File: src/rtl/pwr_cascade_pkg.sv
package pwr_cascade_pkg;

  localparam int LINKS = 3;
  localparam int RAILS = LINKS + 1;
  localparam int IDX_W = $clog2(LINKS + 1);

  typedef enum logic [1:0] {
    ST_WAIT = 2'd0,
    ST_TIME = 2'd1,
    ST_FULL = 2'd2
  } seq_state_t;

  typedef struct packed {
    logic             tmrLoad;
    logic             tmrRun;
    logic             tmrClear;
    logic             enSet;
    logic [IDX_W-1:0] enIdx;
    logic             enClrAll;
  } seq_strobe_t;

endpackage

File: src/rtl/pwr_cascade_sync.sv
module pwr_cascade_sync #(
  parameter int WIDTH  = 4,
  parameter int STAGES = 2
) (
  input  logic             clk,
  input  logic             rst,
  input  logic [WIDTH-1:0] din,
  output logic [WIDTH-1:0] dout
);

  logic [WIDTH-1:0] pipe [STAGES];

  for (genvar g = 0; g < STAGES; g++) begin : g_stage
    if (g == 0) begin : g_first
      always_ff @(posedge clk) begin
        if (rst) pipe[g] <= '0;
        else     pipe[g] <= din;
      end
    end else begin : g_next
      always_ff @(posedge clk) begin
        if (rst) pipe[g] <= '0;
        else     pipe[g] <= pipe[g-1];
      end
    end
  end

  assign dout = pipe[STAGES-1];

endmodule

File: src/rtl/pwr_cascade_dp.sv
module pwr_cascade_dp
  import pwr_cascade_pkg::*;
#(
  parameter int DLY_W    = 8,
  parameter int PRESCALE = 4
) (
  input  logic                   clk,
  input  logic                   rst,
  input  seq_strobe_t            strobe,
  input  logic [IDX_W-1:0]       stageIdx,
  input  logic [LINKS*DLY_W-1:0] dlyCfg,
  output logic                   expired,
  output logic                   curDlyZero,
  output logic [LINKS-1:0]       enOut
);

  localparam int PRE_W = (PRESCALE > 1) ? $clog2(PRESCALE) : 1;
  localparam logic [PRE_W-1:0] PRE_LAST = PRE_W'(PRESCALE - 1);

  logic [DLY_W-1:0] dlyArr [LINKS];
  logic [DLY_W-1:0] selDly;
  logic [DLY_W-1:0] latDly;
  logic [DLY_W-1:0] tickCnt;
  logic [PRE_W-1:0] preCnt;
  logic [LINKS-1:0] enReg;

  for (genvar g = 0; g < LINKS; g++) begin : g_dly
    assign dlyArr[g] = dlyCfg[g*DLY_W +: DLY_W];
  end

  always_comb begin
    selDly = '0;
    for (int k = 0; k < LINKS; k++) begin
      if (stageIdx == IDX_W'(k)) selDly = dlyArr[k];
    end
  end

  assign curDlyZero = (selDly == '0);
  assign expired    = (latDly != '0) && (tickCnt == latDly - 1'b1) && (preCnt == PRE_LAST);

  // Interval timer: prescaler plus tick counter against the captured delay
  always_ff @(posedge clk) begin
    if (rst || strobe.tmrClear) begin
      latDly  <= '0;
      tickCnt <= '0;
      preCnt  <= '0;
    end else if (strobe.tmrLoad) begin
      latDly  <= selDly;
      tickCnt <= '0;
      preCnt  <= '0;
    end else if (strobe.tmrRun) begin
      if (preCnt == PRE_LAST) begin
        preCnt  <= '0;
        tickCnt <= tickCnt + 1'b1;
      end else begin
        preCnt <= preCnt + 1'b1;
      end
    end
  end

  // Enable register
  always_ff @(posedge clk) begin
    if (rst || strobe.enClrAll) begin
      enReg <= '0;
    end else if (strobe.enSet) begin
      for (int k = 0; k < LINKS; k++) begin
        if (strobe.enIdx == IDX_W'(k)) enReg[k] <= 1'b1;
      end
    end
  end

  assign enOut = enReg;

  // Tick count stays below the captured delay while an interval is held
  p_tick_bound_r3: assert property (@(posedge clk) disable iff (rst)
    (latDly != '0) |-> (tickCnt < latDly));

  p_reset_clear_r7: assert property (@(posedge clk) disable iff (rst)
    $past(rst) |-> (enReg == '0));

  for (genvar g = 1; g < LINKS; g++) begin : g_order
    p_en_order_r1: assert property (@(posedge clk) disable iff (rst)
      enReg[g] |-> enReg[g-1]);
  end

endmodule

File: src/rtl/pwr_cascade_ctrl.sv
module pwr_cascade_ctrl
  import pwr_cascade_pkg::*;
(
  input  logic             clk,
  input  logic             rst,
  input  logic [RAILS-1:0] railOk,
  input  logic             expired,
  input  logic             curDlyZero,
  output seq_strobe_t      strobe,
  output logic [IDX_W-1:0] stage,
  output logic             seqDone
);

  seq_state_t       state, nxtState;
  logic [IDX_W-1:0] nxtStage;
  logic             fault;

  // A sequenced rail (below the current stage) has lost validity
  always_comb begin
    fault = 1'b0;
    for (int j = 0; j < LINKS; j++) begin
      if ((IDX_W'(j) < stage) && !railOk[j]) fault = 1'b1;
    end
  end

  always_comb begin
    strobe   = '0;
    nxtState = state;
    nxtStage = stage;
    if (fault) begin
      strobe.enClrAll = 1'b1;
      strobe.tmrClear = 1'b1;
      nxtStage        = '0;
      nxtState        = ST_WAIT;
    end else begin
      unique case (state)
        ST_WAIT: begin
          if (railOk[stage]) begin
            if (curDlyZero) begin
              strobe.enSet = 1'b1;
              strobe.enIdx = stage;
              nxtStage     = stage + 1'b1;
              nxtState     = (stage == IDX_W'(LINKS - 1)) ? ST_FULL : ST_WAIT;
            end else begin
              strobe.tmrLoad = 1'b1;
              nxtState       = ST_TIME;
            end
          end
        end
        ST_TIME: begin
          if (!railOk[stage]) begin
            strobe.tmrClear = 1'b1;
            nxtState        = ST_WAIT;
          end else if (expired) begin
            strobe.enSet    = 1'b1;
            strobe.enIdx    = stage;
            strobe.tmrClear = 1'b1;
            nxtStage        = stage + 1'b1;
            nxtState        = (stage == IDX_W'(LINKS - 1)) ? ST_FULL : ST_WAIT;
          end else begin
            strobe.tmrRun = 1'b1;
          end
        end
        default: begin
        end
      endcase
    end
  end

  always_ff @(posedge clk) begin
    if (rst) begin
      state <= ST_WAIT;
      stage <= '0;
    end else begin
      state <= nxtState;
      stage <= nxtStage;
    end
  end

  assign seqDone = (state == ST_FULL) && (&railOk);

  p_restart_r6: assert property (@(posedge clk) disable iff (rst)
    fault |=> (stage == '0) && (state == ST_WAIT));

  p_full_stage_r10: assert property (@(posedge clk) disable iff (rst)
    (state == ST_FULL) |-> (stage == IDX_W'(LINKS)));

  p_timed_drop_r5: assert property (@(posedge clk) disable iff (rst)
    (state == ST_TIME && !railOk[stage] && !fault) |=> (state == ST_WAIT));

endmodule

File: src/rtl/pwr_cascade_seq.sv
module pwr_cascade_seq
  import pwr_cascade_pkg::*;
#(
  parameter int DLY_W    = 8,
  parameter int PRESCALE = 4,
  parameter int SYNC_N   = 2
) (
  input  logic                   clk,
  input  logic                   rst,
  input  logic [RAILS-1:0]       railValidIn,
  input  logic [LINKS*DLY_W-1:0] linkDelay,
  output logic [LINKS-1:0]       pupN,
  output logic                   seqDone
);

  logic [RAILS-1:0] railOk;
  seq_strobe_t      strobe;
  logic [IDX_W-1:0] stage;
  logic             expired;
  logic             curDlyZero;
  logic [LINKS-1:0] enOut;

  pwr_cascade_sync #(.WIDTH(RAILS), .STAGES(SYNC_N)) u_sync (
    .clk  (clk),
    .rst  (rst),
    .din  (railValidIn),
    .dout (railOk)
  );

  pwr_cascade_ctrl u_ctrl (
    .clk        (clk),
    .rst        (rst),
    .railOk     (railOk),
    .expired    (expired),
    .curDlyZero (curDlyZero),
    .strobe     (strobe),
    .stage      (stage),
    .seqDone    (seqDone)
  );

  pwr_cascade_dp #(.DLY_W(DLY_W), .PRESCALE(PRESCALE)) u_dp (
    .clk        (clk),
    .rst        (rst),
    .strobe     (strobe),
    .stageIdx   (stage),
    .dlyCfg     (linkDelay),
    .expired    (expired),
    .curDlyZero (curDlyZero),
    .enOut      (enOut)
  );

  assign pupN = ~enOut;

  for (genvar g = 0; g < LINKS; g++) begin : g_gate
    p_rise_gated_r1: assert property (@(posedge clk) disable iff (rst)
      (!pupN[g] && $past(pupN[g])) |-> $past(railOk[g]));
  end

  p_done_all_on_r10: assert property (@(posedge clk) disable iff (rst)
    seqDone |-> (pupN == '0));

endmodule

File: config.mk
export PLATFORM = sky130hd
export DESIGN_NAME = pwr_cascade_seq
export DESIGN_NICKNAME = d
export VERILOG_FILES = /design/src/rtl/pwr_cascade_pkg.sv /design/src/rtl/pwr_cascade_sync.sv /design/src/rtl/pwr_cascade_dp.sv /design/src/rtl/pwr_cascade_ctrl.sv /design/src/rtl/pwr_cascade_seq.sv
export SDC_FILE = /design/constraint.sdc
export NUM_CORES = 1
export LEC_CHECK = 0
export BUFFER_PORTS_ARGS = -buffer_cell sky130_fd_sc_hd__buf_2
export CAP_MARGIN = 10
export CORE_MARGIN = 8
export CORE_UTILIZATION = 55
export CTS_CLUSTER_DIAMETER = 150
export DETAILED_ROUTE_END_ITERATION = 8
export GPL_TIMING_DRIVEN = 0
export PLACE_DENSITY = 0.79
export SLEW_MARGIN = 20
export SYNTH_ARGS = -nofsm -noshare
export SYNTH_HDL_FRONTEND = slang
export SYNTH_SLANG_ARGS = --single-unit
export TNS_END_PERCENT = 50
File: constraint.sdc
create_clock -name clk -period 3.8 [get_ports clk]
set_clock_uncertainty 0.1 [all_clocks]
set_input_delay 0.57 -clock clk [delete_from_list [all_inputs] [get_ports clk]]
set_output_delay 0.57 -clock clk [all_outputs]
set_load 0.1 [all_outputs]
## Word-level counts from Yosys, hierarchy flattened

Memory sizes are Yosys's and may differ from the RTL's.
Cells that the tools add are included.

- Add/subtract/negate cells: 4
- $lt $le $gt $ge: 4
- Equality and inequality tests: 13
- Multiplexer cells: 41
- Bitwise operators: 3
- Reductions and logical operators: 26

Operators by type and width:

| cell | count |
|---|---|
| 2-to-1 mux 2 bit | 12 |
| 2-to-1 mux 8 bit | 3 |
| 2-to-1 mux 1 bit | 15 |
| 2-to-1 mux 3 bit | 4 |
| 2-to-1 mux 4 bit | 3 |
| adder 8 x 1 -> 8 bit, second input constant | 1 |
| == test 2 bit, second input constant | 4 |
| == test 8 bit | 1 |
| logical NOT 8 bit | 1 |
| one-hot mux 2 bit (2 select lines) | 2 |
| AND reduction 2 bit | 4 |
| nonzero test 8 bit | 1 |
| subtractor 8 x 1 -> 8 bit, second input constant | 1 |
| == test 2 x 1 -> 1 bit, second input constant | 3 |
| logical AND 1 bit | 6 |
| logical NOT 2 bit | 3 |
| one-hot mux 3 bit (2 select lines) | 1 |
| AND reduction 5 bit | 1 |
| adder 2 x 1 -> 2 bit, second input constant | 2 |
| < comparator 1 x 2 -> 1 bit, first input constant | 2 |
| != test 2 x 1 -> 1 bit, second input constant | 2 |
| != test 2 bit, second input constant | 2 |
| AND reduction 4 bit | 1 |
| OR reduction 2 bit | 2 |
| other kinds (10) | 14 |

- Register bits: 25
- RAM bits: 8
- Input port bits: 30
- Output and inout port bits: 4
- Logic and storage cells: 100
- Memories: 1

Memories:

| memory | depth | bits a word | read ports | clocked after memory_dff | wr ports | RTL line | RTL |
|---|---|---|---|---|---|---|---|
| u_sync.pipe | 2 | 4 | 2 | 0 | 2 | pwr_cascade_sync.sv:11 | `logic [WIDTH-1:0] pipe [STAGES];` |

## Longest topological paths before layout

Gate-level depths: netlist of the first run.

- Word-level depth: 11
- Gate-level depth with buffers: 11
- Mapped depth without buffers: 8

## Modules after synthesis

Synthesis of the first run repeated with hierarchy kept, for this count alone.

- Cell total of the unflattened synthesis: 215
- Area total of the unflattened synthesis: 1868.0 sq um

Modules (own cells, without submodules):

| module | times used | cells each | area an instance (sq um) |
|---|---|---|---|
| pwr_cascade_dp | 1 | 152 | 1280.0 |
| pwr_cascade_ctrl | 1 | 44 | 366.6 |
| pwr_cascade_sync | 1 | 16 | 210.2 |
| pwr_cascade_seq | 1 | 3 | 11.3 |

## Worst setup path after synthesis of the first run

OpenSTA, ideal clock, no wires.

- Path type: register to output
- Start: mem u_sync.pipe[1][2]
- End: out seqDone
- Arrival: 2659 ps
- Required time: 3130 ps
- Setup slack: 471 ps
- Stages on the path, launching flop included: 3
- Path buffers: 0
- Cells stage by stage: dfxtp_1 nand4_1 nor3b_1

RTL lines:

| what | RTL line | RTL |
|---|---|---|
| from (decl) | pwr_cascade_sync.sv:11 |  |
| to (decl) | pwr_cascade_seq.sv:13 | `output logic seqDone` |

## Worst setup path after layout of the first run

- Start: reg u_ctrl.stage[0]
- End: reg u_dp.tickCnt[5]

- Cells in the longest elaborated chain, start to end: 10

Ends and longest elaborated chain:

| what | RTL line | RTL |
|---|---|---|
| from (decl) | pwr_cascade_ctrl.sv:10 | `output logic [IDX_W-1:0] stage,` |
| from (signal assigned) | pwr_cascade_ctrl.sv:76 | `stage <= nxtStage;` |
| logical NOT 2 bit | pwr_cascade_dp.sv:34 | `if (stageIdx == IDX_W'(k)) selDly = dlyArr[k];` |
| 2-to-1 mux 8 bit (3 in a row) | pwr_cascade_dp.sv:34 |  |
| logical NOT 8 bit | pwr_cascade_dp.sv:38 | `assign curDlyZero = (selDly == '0);` |
| 2-to-1 mux 1 bit | pwr_cascade_ctrl.sv:39 | `if (curDlyZero) begin` |
| 2-to-1 mux 1 bit | pwr_cascade_ctrl.sv:38 | `if (railOk[stage]) begin` |
| 2-to-1 mux 1 bit | pwr_cascade_ctrl.sv:36 | `unique case (state)` |
| 2-to-1 mux 2 bit | pwr_cascade_ctrl.sv:30 | `if (fault) begin` |
| OR reduction 2 bit (no line) | n/a |  |
| to (signal assigned) | pwr_cascade_dp.sv:54 | `tickCnt <= tickCnt + 1'b1;` |
| to (decl) | pwr_cascade_dp.sv:23 | `logic [DLY_W-1:0] tickCnt;` |

Parallel ways exist; a longest one is shown, timed or not. The select of a mux whose other input is x is not followed.
A chain may end at the register's enable or synchronous reset.

==> results of run 1 <==
==> stage by stage <==
| step | area [µm²] | setup WS, ps | util (%) |
|---|---|---|---|
| final | 2240 | 581.0 | 66.59 |
| after global routing | 2240 | 324.0 | 66.59 |
| after CTS | 2240 | 551.7 | 66.59 |
| after detailed placement | 2156 | 610.2 | 64.10 |
| after global placement | 2156 | 644.8 | 64.10 |
| after floorplan | 1933 | 471.2 | - |
==> synthesized netlist by cell type (4+ instances only) <==
cell type	n
xor2_1	4
xnor2_1	4
nor2b_1	16
mux2i_1	12
ha_1	7
nand3_1	5
nand3b_1	10
o21ai_0	6
nand2b_1	6
or3_1	5
nor2_1	18
buf_2	4
nand2_1	14
dfxtp_1	33
o21a_1	4
or2_2	4
inv_1	10
a21oi_1	26
==> per-layer routing <==
metal	GRT usage (%)	share of wire (%)	up-vias
li1	-	-	902
met1	18.07	46	780
met2	24.83	43	55
met3	5.193	8.6	10
met4	5.117	1.8	0
met5	0	0	-
==> worst paths after layout <==
check                          startpoint                            to  slack, ps  depth (start not counted)
min                        railValidIn[1]  u_sync.pipe[0][1]$_SDFF_PP0_        340                          2
max reg2reg  u_ctrl.stage[0]$_SDFFE_PP0P_  u_dp.tickCnt[5]$_SDFFE_PP0P_        580                         11
min reg2reg  u_sync.pipe[0][1]$_SDFF_PP0_  u_sync.pipe[1][1]$_SDFF_PP0_        340                          1
max          u_ctrl.stage[0]$_SDFFE_PP0P_  u_dp.tickCnt[5]$_SDFFE_PP0P_        580                         11
==> sequential cells by signal (all words and copies together) (netlist names) <==
signal / flops
u_sync.pipe: 8
u_dp.latDly: 8
u_dp.preCnt: 2
u_ctrl.stage: 2
u_dp.tickCnt: 8
u_ctrl.state: 2
u_dp.enOut: 3
==> final cells by class <==
type	instances	area (µm²)	share of cell area [%]
Buffer	7	38.79	1.732
Timing Repair Buffer	33	165.2	7.374
Multi-Input combinational cell	180	1196	53.41
Sequential cell	33	660.6	29.50
Tap cell	46	57.56	2.570
Clock inverter	3	46.29	2.067
Inverter	10	37.54	1.676
Clock buffer	5	37.54	1.676
==> cells by family after synthesis <==
| kind of cell | synth area share (%) |
|---|---|
| AND/OR/NAND/NOR | 29.26 |
| AO/OA/AOI/OAI | 17.09 |
| flip-flops | 34.17 |
| buffers and inverters | 3.949 |
| multiplexers | 7.379 |
| XOR/XNOR | 3.624 |
| adder cells (fa/ha/maj) | 4.531 |
==> power by group through the flow <==
stage               logic [µW]  clock network [µW]  registers [µW]
floorplan                 46.0                   0             366
global placement          67.8                   0             368
detailed placement        69.3                   0             368
CTS                       69.9                 274             360
global route              78.1                 290             361
finish                    69.5                 266             360
==> reports/metrics.yaml, run 1 <==
routing:
  totalWireLength_um: 4016
  ant_nets: 0
  wire_per_inst_um: 12.67
  via_per_inst: 5.511
  firstDrtPassIters: 4
  drt_iter0_markers: 98
  vias: 1747
  post-route-drc-count: 0
critical_path:
  max_stage_delay_ps: 570
  crit_path_cell_trace: "inv_1 > ha_1 > buf_2 > a21oi_1 > a21oi_1 > nor4_1 > a211oi_1 > buf_2 > or3_1 > buf_2 > a21oi_1"
  cp.required_ps: 3960
  path_class: "register to register"
  crit_slowest_cell: "nor4_1"
  critPathBufInv: 4
  crit_fanout: 10
  path_delay_family: "simple AND/OR/NAND/NOR gates"
  arrival_ps: 3380
  cp-end-kind: "register"
  crit_path_start_kind: "register"
synthesis:
  synth-edff-count: 0
  async_reset_ff_share_pct: 0
  ys_ff_latch: 33
  synthTopCellsByArea: "dfxtp_1, a21oi_1, mux2i_1"
  syn_avg_cell_area_um2: 8.405
  syn_nets: 267
  ys_seq_area_share_pct: 34.17
  synth_ff_type: "dfxtp_1"
  yosysWarningCount: 0
  yosysUniqueCellTypes: 44
  syn_inst: 230
  synth_top_cell_area_share_pct: 34.17
  synth_top_area_cell: "dfxtp_1"
  synth_area_um2: 1933
place:
  port-buffer-count: 33
  dp.cells: 309
  dp_hpwl_um: 3033
  place_congestion: 0.8176
clocking:
  cts_setup_buffers: 0
  cts_hold_buf: 0
  clock_latency_ps: 340
  cts_buffer_depth: 2
  clk_pin_slew_ps: 110
  cts_sinks: 33
  htree_levels: 2
  clockRootBuffer: "clkbuf_4"
  cts_resized: 0
  cts_made_buffers: 5
  cts_tree: "yes"
grt:
  first_global_vias: 1573
  grt_overflow: 0
  antenna_found_initial: 0
  gr-usage-all-layers_pct: 15.20
  grt_pass1_wl_um: 6768
  grt_max_degree: 13
sta:
  relSlewSlack_pct: 35.58
  hold_ws_ps: 335.7
  finalHoldViolations: 0
  maxSlewViolCount: 0
  period_needed_ps: 3219
  grt_setup_unrepaired: "no"
  min_period_over_period_pct: 84.71
  worst_pin_slew_ps: 951.2
  max_freq_mhz: 310.7
  setup_violations: 0
  timing.setup.tns_ps: 0
floorplan:
  dieArea_um2: 5668
  core-area_um2: 3363
  ios: 34
  die_w_um: 75.29
  initial_core_util_pct: 57.48
  rows: 21
  fp.dieH_um: 75.29
power:
  internal_power_uw: 527.4
  power.density_nw_per_um2: 310.7
  peakVddDrop_uv: 224.2
  seqPwrFrac_pct: 51.7
  pwr-share-clk_pct: 38.3
  power_uw: 695.8
  switching_power_uw: 168.4
  sw_frac_of_total_pct: 24.20
  p_leak_uw: 0.0008444
  pwr-share-comb_pct: 10.0
final_layout:
  antenna_cells: 0
  areaGrowthSynthToFinish_pct: 15.86
  instances_no_fill: 317
  layout_common_cells: "buf_2, dfxtp_1, a21oi_1"
  nNetsFinal: 307
  fill_cells: 289
  layout_commonest_cell: "buf_2"
  drive_above_1_share_pct: 21.40
flow_run:
  max_cap_viol_count: 0
outcome:
  run_status: "finished clean"
min_path:
  hold_path.class: "primary input to register"
(Power assumes the default switching activity.)
==> inputs of run 2 (changes only) <==
ABC_AREA = 1   (was not set)
CORE_UTILIZATION = 57   (was 55)
PLACE_DENSITY = 0.8   (was 0.79)
clock period = 3.2 ns   (was 3.8 ns; I/O delays follow)
==> reports/metrics.yaml, run 2 <==
floorplan:
  dieArea_um2: 6058  # was 5668 µm²
  rows: 22  # was 21
  fp.dieH_um: 77.84  # was 75.29 µm
  die_w_um: 77.84  # was 75.29 µm
  core-area_um2: 3661  # was 3363 µm²
  ios: 34  # unchanged
  initial_core_util_pct: 59.54  # was 57.48%
min_path:
  hold_path.class: "primary input to register"  # unchanged
synthesis:
  ys_ff_latch: 33  # unchanged
  syn_inst: 326  # was 230
  synth_area_um2: 2180  # was 1933 µm²
  synth_top_cell_area_share_pct: 30.31  # was 34.17%
  synth_ff_type: "dfxtp_1"  # unchanged
  yosysWarningCount: 0  # unchanged
  syn_avg_cell_area_um2: 6.686  # was 8.405 µm²
  synth_top_area_cell: "dfxtp_1"  # unchanged
  syn_nets: 363  # was 267
  async_reset_ff_share_pct: 0  # unchanged
  yosysUniqueCellTypes: 32  # was 44
  synth-edff-count: 0  # unchanged
  synth.most_common_cell: "nand2_1"  # was dfxtp_1
  synthTopCellsByCount: "nand2_1, inv_1, nor2_1, dfxtp_1"  # was dfxtp_1, a21oi_1, nor2_1, nor2b_1, nand2_1
  ys_seq_area_share_pct: 30.31  # was 34.17%
  synthTopCellsByArea: "dfxtp_1, nand2_1, inv_1"  # was dfxtp_1, a21oi_1, mux2i_1
routing:
  post-route-drc-count: 0  # unchanged
  ant_nets: 0  # unchanged
  firstDrtPassIters: 5  # was 4
  totalWireLength_um: 4831  # was 4016 µm
  wire_per_inst_um: 11.67  # was 12.67 µm
  vias: 2096  # was 1747
  drt_iter0_markers: 112  # was 98
  via_per_inst: 5.063  # was 5.511
clocking:
  cts_hold_buf: 0  # unchanged
  cts_made_buffers: 5  # unchanged
  clk_pin_slew_ps: 70  # was 110 ps
  cts_tree: "yes"  # unchanged
  cts_sinks: 33  # unchanged
  cts_buffer_depth: 2  # unchanged
  htree_levels: 2  # unchanged
  cts_resized: 0  # unchanged
  clock_latency_ps: 290  # was 340 ps
  cts_setup_buffers: 0  # unchanged
  clockRootBuffer: "clkbuf_8"  # was clkbuf_4
sta:
  hold_ws_ps: 292.2  # was 335.7 ps
  grt_setup_unrepaired: "no"  # unchanged
  max_freq_mhz: 414.5  # was 310.7 MHz
  finalHoldViolations: 0  # unchanged
  worst_pin_slew_ps: 629.4  # was 951.2 ps
  relSlewSlack_pct: 58.04  # was 35.58%
  min_period_over_period_pct: 75.39  # was 84.71%
  period_needed_ps: 2412  # was 3219 ps
  timing.setup.tns_ps: 0  # unchanged
  fin_ws_ps: 787.5  # was 581.0 ps
  setup_violations: 0  # unchanged
  maxSlewViolCount: 0  # unchanged
place:
  post-place-ws_ps: 828.8  # was 610.2 ps
  dpl_cell_area_um2: 2400  # was 2156 µm²
  place_congestion: 0.8637  # was 0.8176
  port-buffer-count: 32  # was 33
  dp_hpwl_um: 3688  # was 3033 µm
critical_path:
  crit_path_start_kind: "register"  # unchanged
  arrival_ps: 2490  # was 3380 ps
  crit_fanout: 9  # was 10
  path_class: "register to register"  # unchanged
  cp.required_ps: 3280  # was 3960 ps
  cp-end-kind: "register"  # unchanged
final_layout:
  drive_above_1_share_pct: 22.68  # was 21.40%
  layout_commonest_cell: "nand2_1"  # was buf_2
  antenna_cells: 0  # unchanged
  fill_cells: 313  # was 289
  layout_common_cells: "nand2_1, inv_1, nor2_1"  # was buf_2, dfxtp_1, a21oi_1
  areaGrowthSynthToFinish_pct: 15.61  # was 15.86%
  reg_top3: "u_dp.latDly x8, u_dp.tickCnt x8, u_sync.pipe x8"  # unchanged
  nNetsFinal: 402  # was 307
  final_area_um2: 2520  # was 2240 µm²
grt:
  grt_max_degree: 12  # was 13
  gr-usage-all-layers_pct: 16.89  # was 15.20%
  grt_overflow: 0  # unchanged
  first_global_vias: 2096  # was 1573
  antenna_found_initial: 0  # unchanged
  grt_pass1_wl_um: 8625  # was 6768 µm
power:
  switching_power_uw: 289.3  # was 168.4 µW
  power.density_nw_per_um2: 411.0  # was 310.7 nW/µm²
  sw_frac_of_total_pct: 27.93  # was 24.20%
  p_leak_uw: 0.001199  # was 0.0008444 µW
  pwr-share-comb_pct: 18.5  # was 10.0%
  seqPwrFrac_pct: 41.8  # was 51.7%
  internal_power_uw: 746.5  # was 527.4 µW
  power_uw: 1036  # was 695.8 µW
  peakVddDrop_uv: 338.4  # was 224.2 µV
  pwr-share-clk_pct: 39.6  # was 38.3%
flow_run:
  max_cap_viol_count: 0  # unchanged
outcome:
  run_status: "finished clean"  # unchanged
[run 2: worst paths after layout]
check / start / to / slack [ps] / cells after the start
worst max-delay path: u_ctrl.stage[0]$_SDFFE_PP0P_ / u_dp.preCnt[0]$_SDFFE_PP0N_ / 790 / 10
worst min-delay path: railValidIn[0] / u_sync.pipe[0][0]$_SDFF_PP0_ / 290 / 3
worst max register to register: u_ctrl.stage[0]$_SDFFE_PP0P_ / u_dp.preCnt[0]$_SDFFE_PP0N_ / 790 / 10
worst min register to register: u_sync.pipe[0][1]$_SDFF_PP0_ / u_sync.pipe[1][1]$_SDFF_PP0_ / 300 / 2
[run 2: layer usage]
layer,track usage [%],wire length [µm],vias to the layer above
met1,19.84,2230,944
met4,5.472,67,0
met2,28.40,2343,37
met5,0,0,-
li1,-,-,1105
met3,5.300,190,10
[run 2: worst max-delay path, cell delays in order, from the launching register on]
cell      delay [ps]
dfxtp_1          490
inv_2            140
ha_1             320
o221ai_1         550
nor2_1           160
nand2_1          100
inv_1             60
nand2_4          140
nor2_8            50
inv_4            140
a21oi_2           40
[run 2: through the flow]
step,instances,util (%)
global route,414,68.83
detailed placement,406,65.55
finish,414,68.83
CTS,414,68.83
global placement,406,65.55
floorplan,326,-
[run 2: cells by family after synthesis]
group / synth area share, %
AND/OR/NAND/NOR: 37.37
XOR/XNOR: 3.617
adder cells (fa/ha/maj): 4.018
flip-flops: 30.31
buffers and inverters: 11.25
AO/OA/AOI/OAI: 13.43
[run 2: power groups by stage]
stage / registers (µW) / logic, µW / clock network [µW]
floorplan: 439 / 147 / 0
global placement: 442 / 185 / 0
detailed placement: 442 / 190 / 0
CTS: 433 / 192 / 416
global route: 435 / 217 / 439
finish: 433 / 192 / 411
[run 2: layout make-up]
type | instances | area, µm² | share of cell area (%)
well taps | 48 | 60.06 | 2.383
flip-flops and latches | 33 | 660.6 | 26.22
repair buffers | 32 | 160.2 | 6.356
multi-input cells | 235 | 1274 | 50.55
plain buffers | 5 | 41.29 | 1.639
clock inverters | 2 | 37.54 | 1.490
inverters | 53 | 203.9 | 8.093
clock buffers | 6 | 82.58 | 3.277
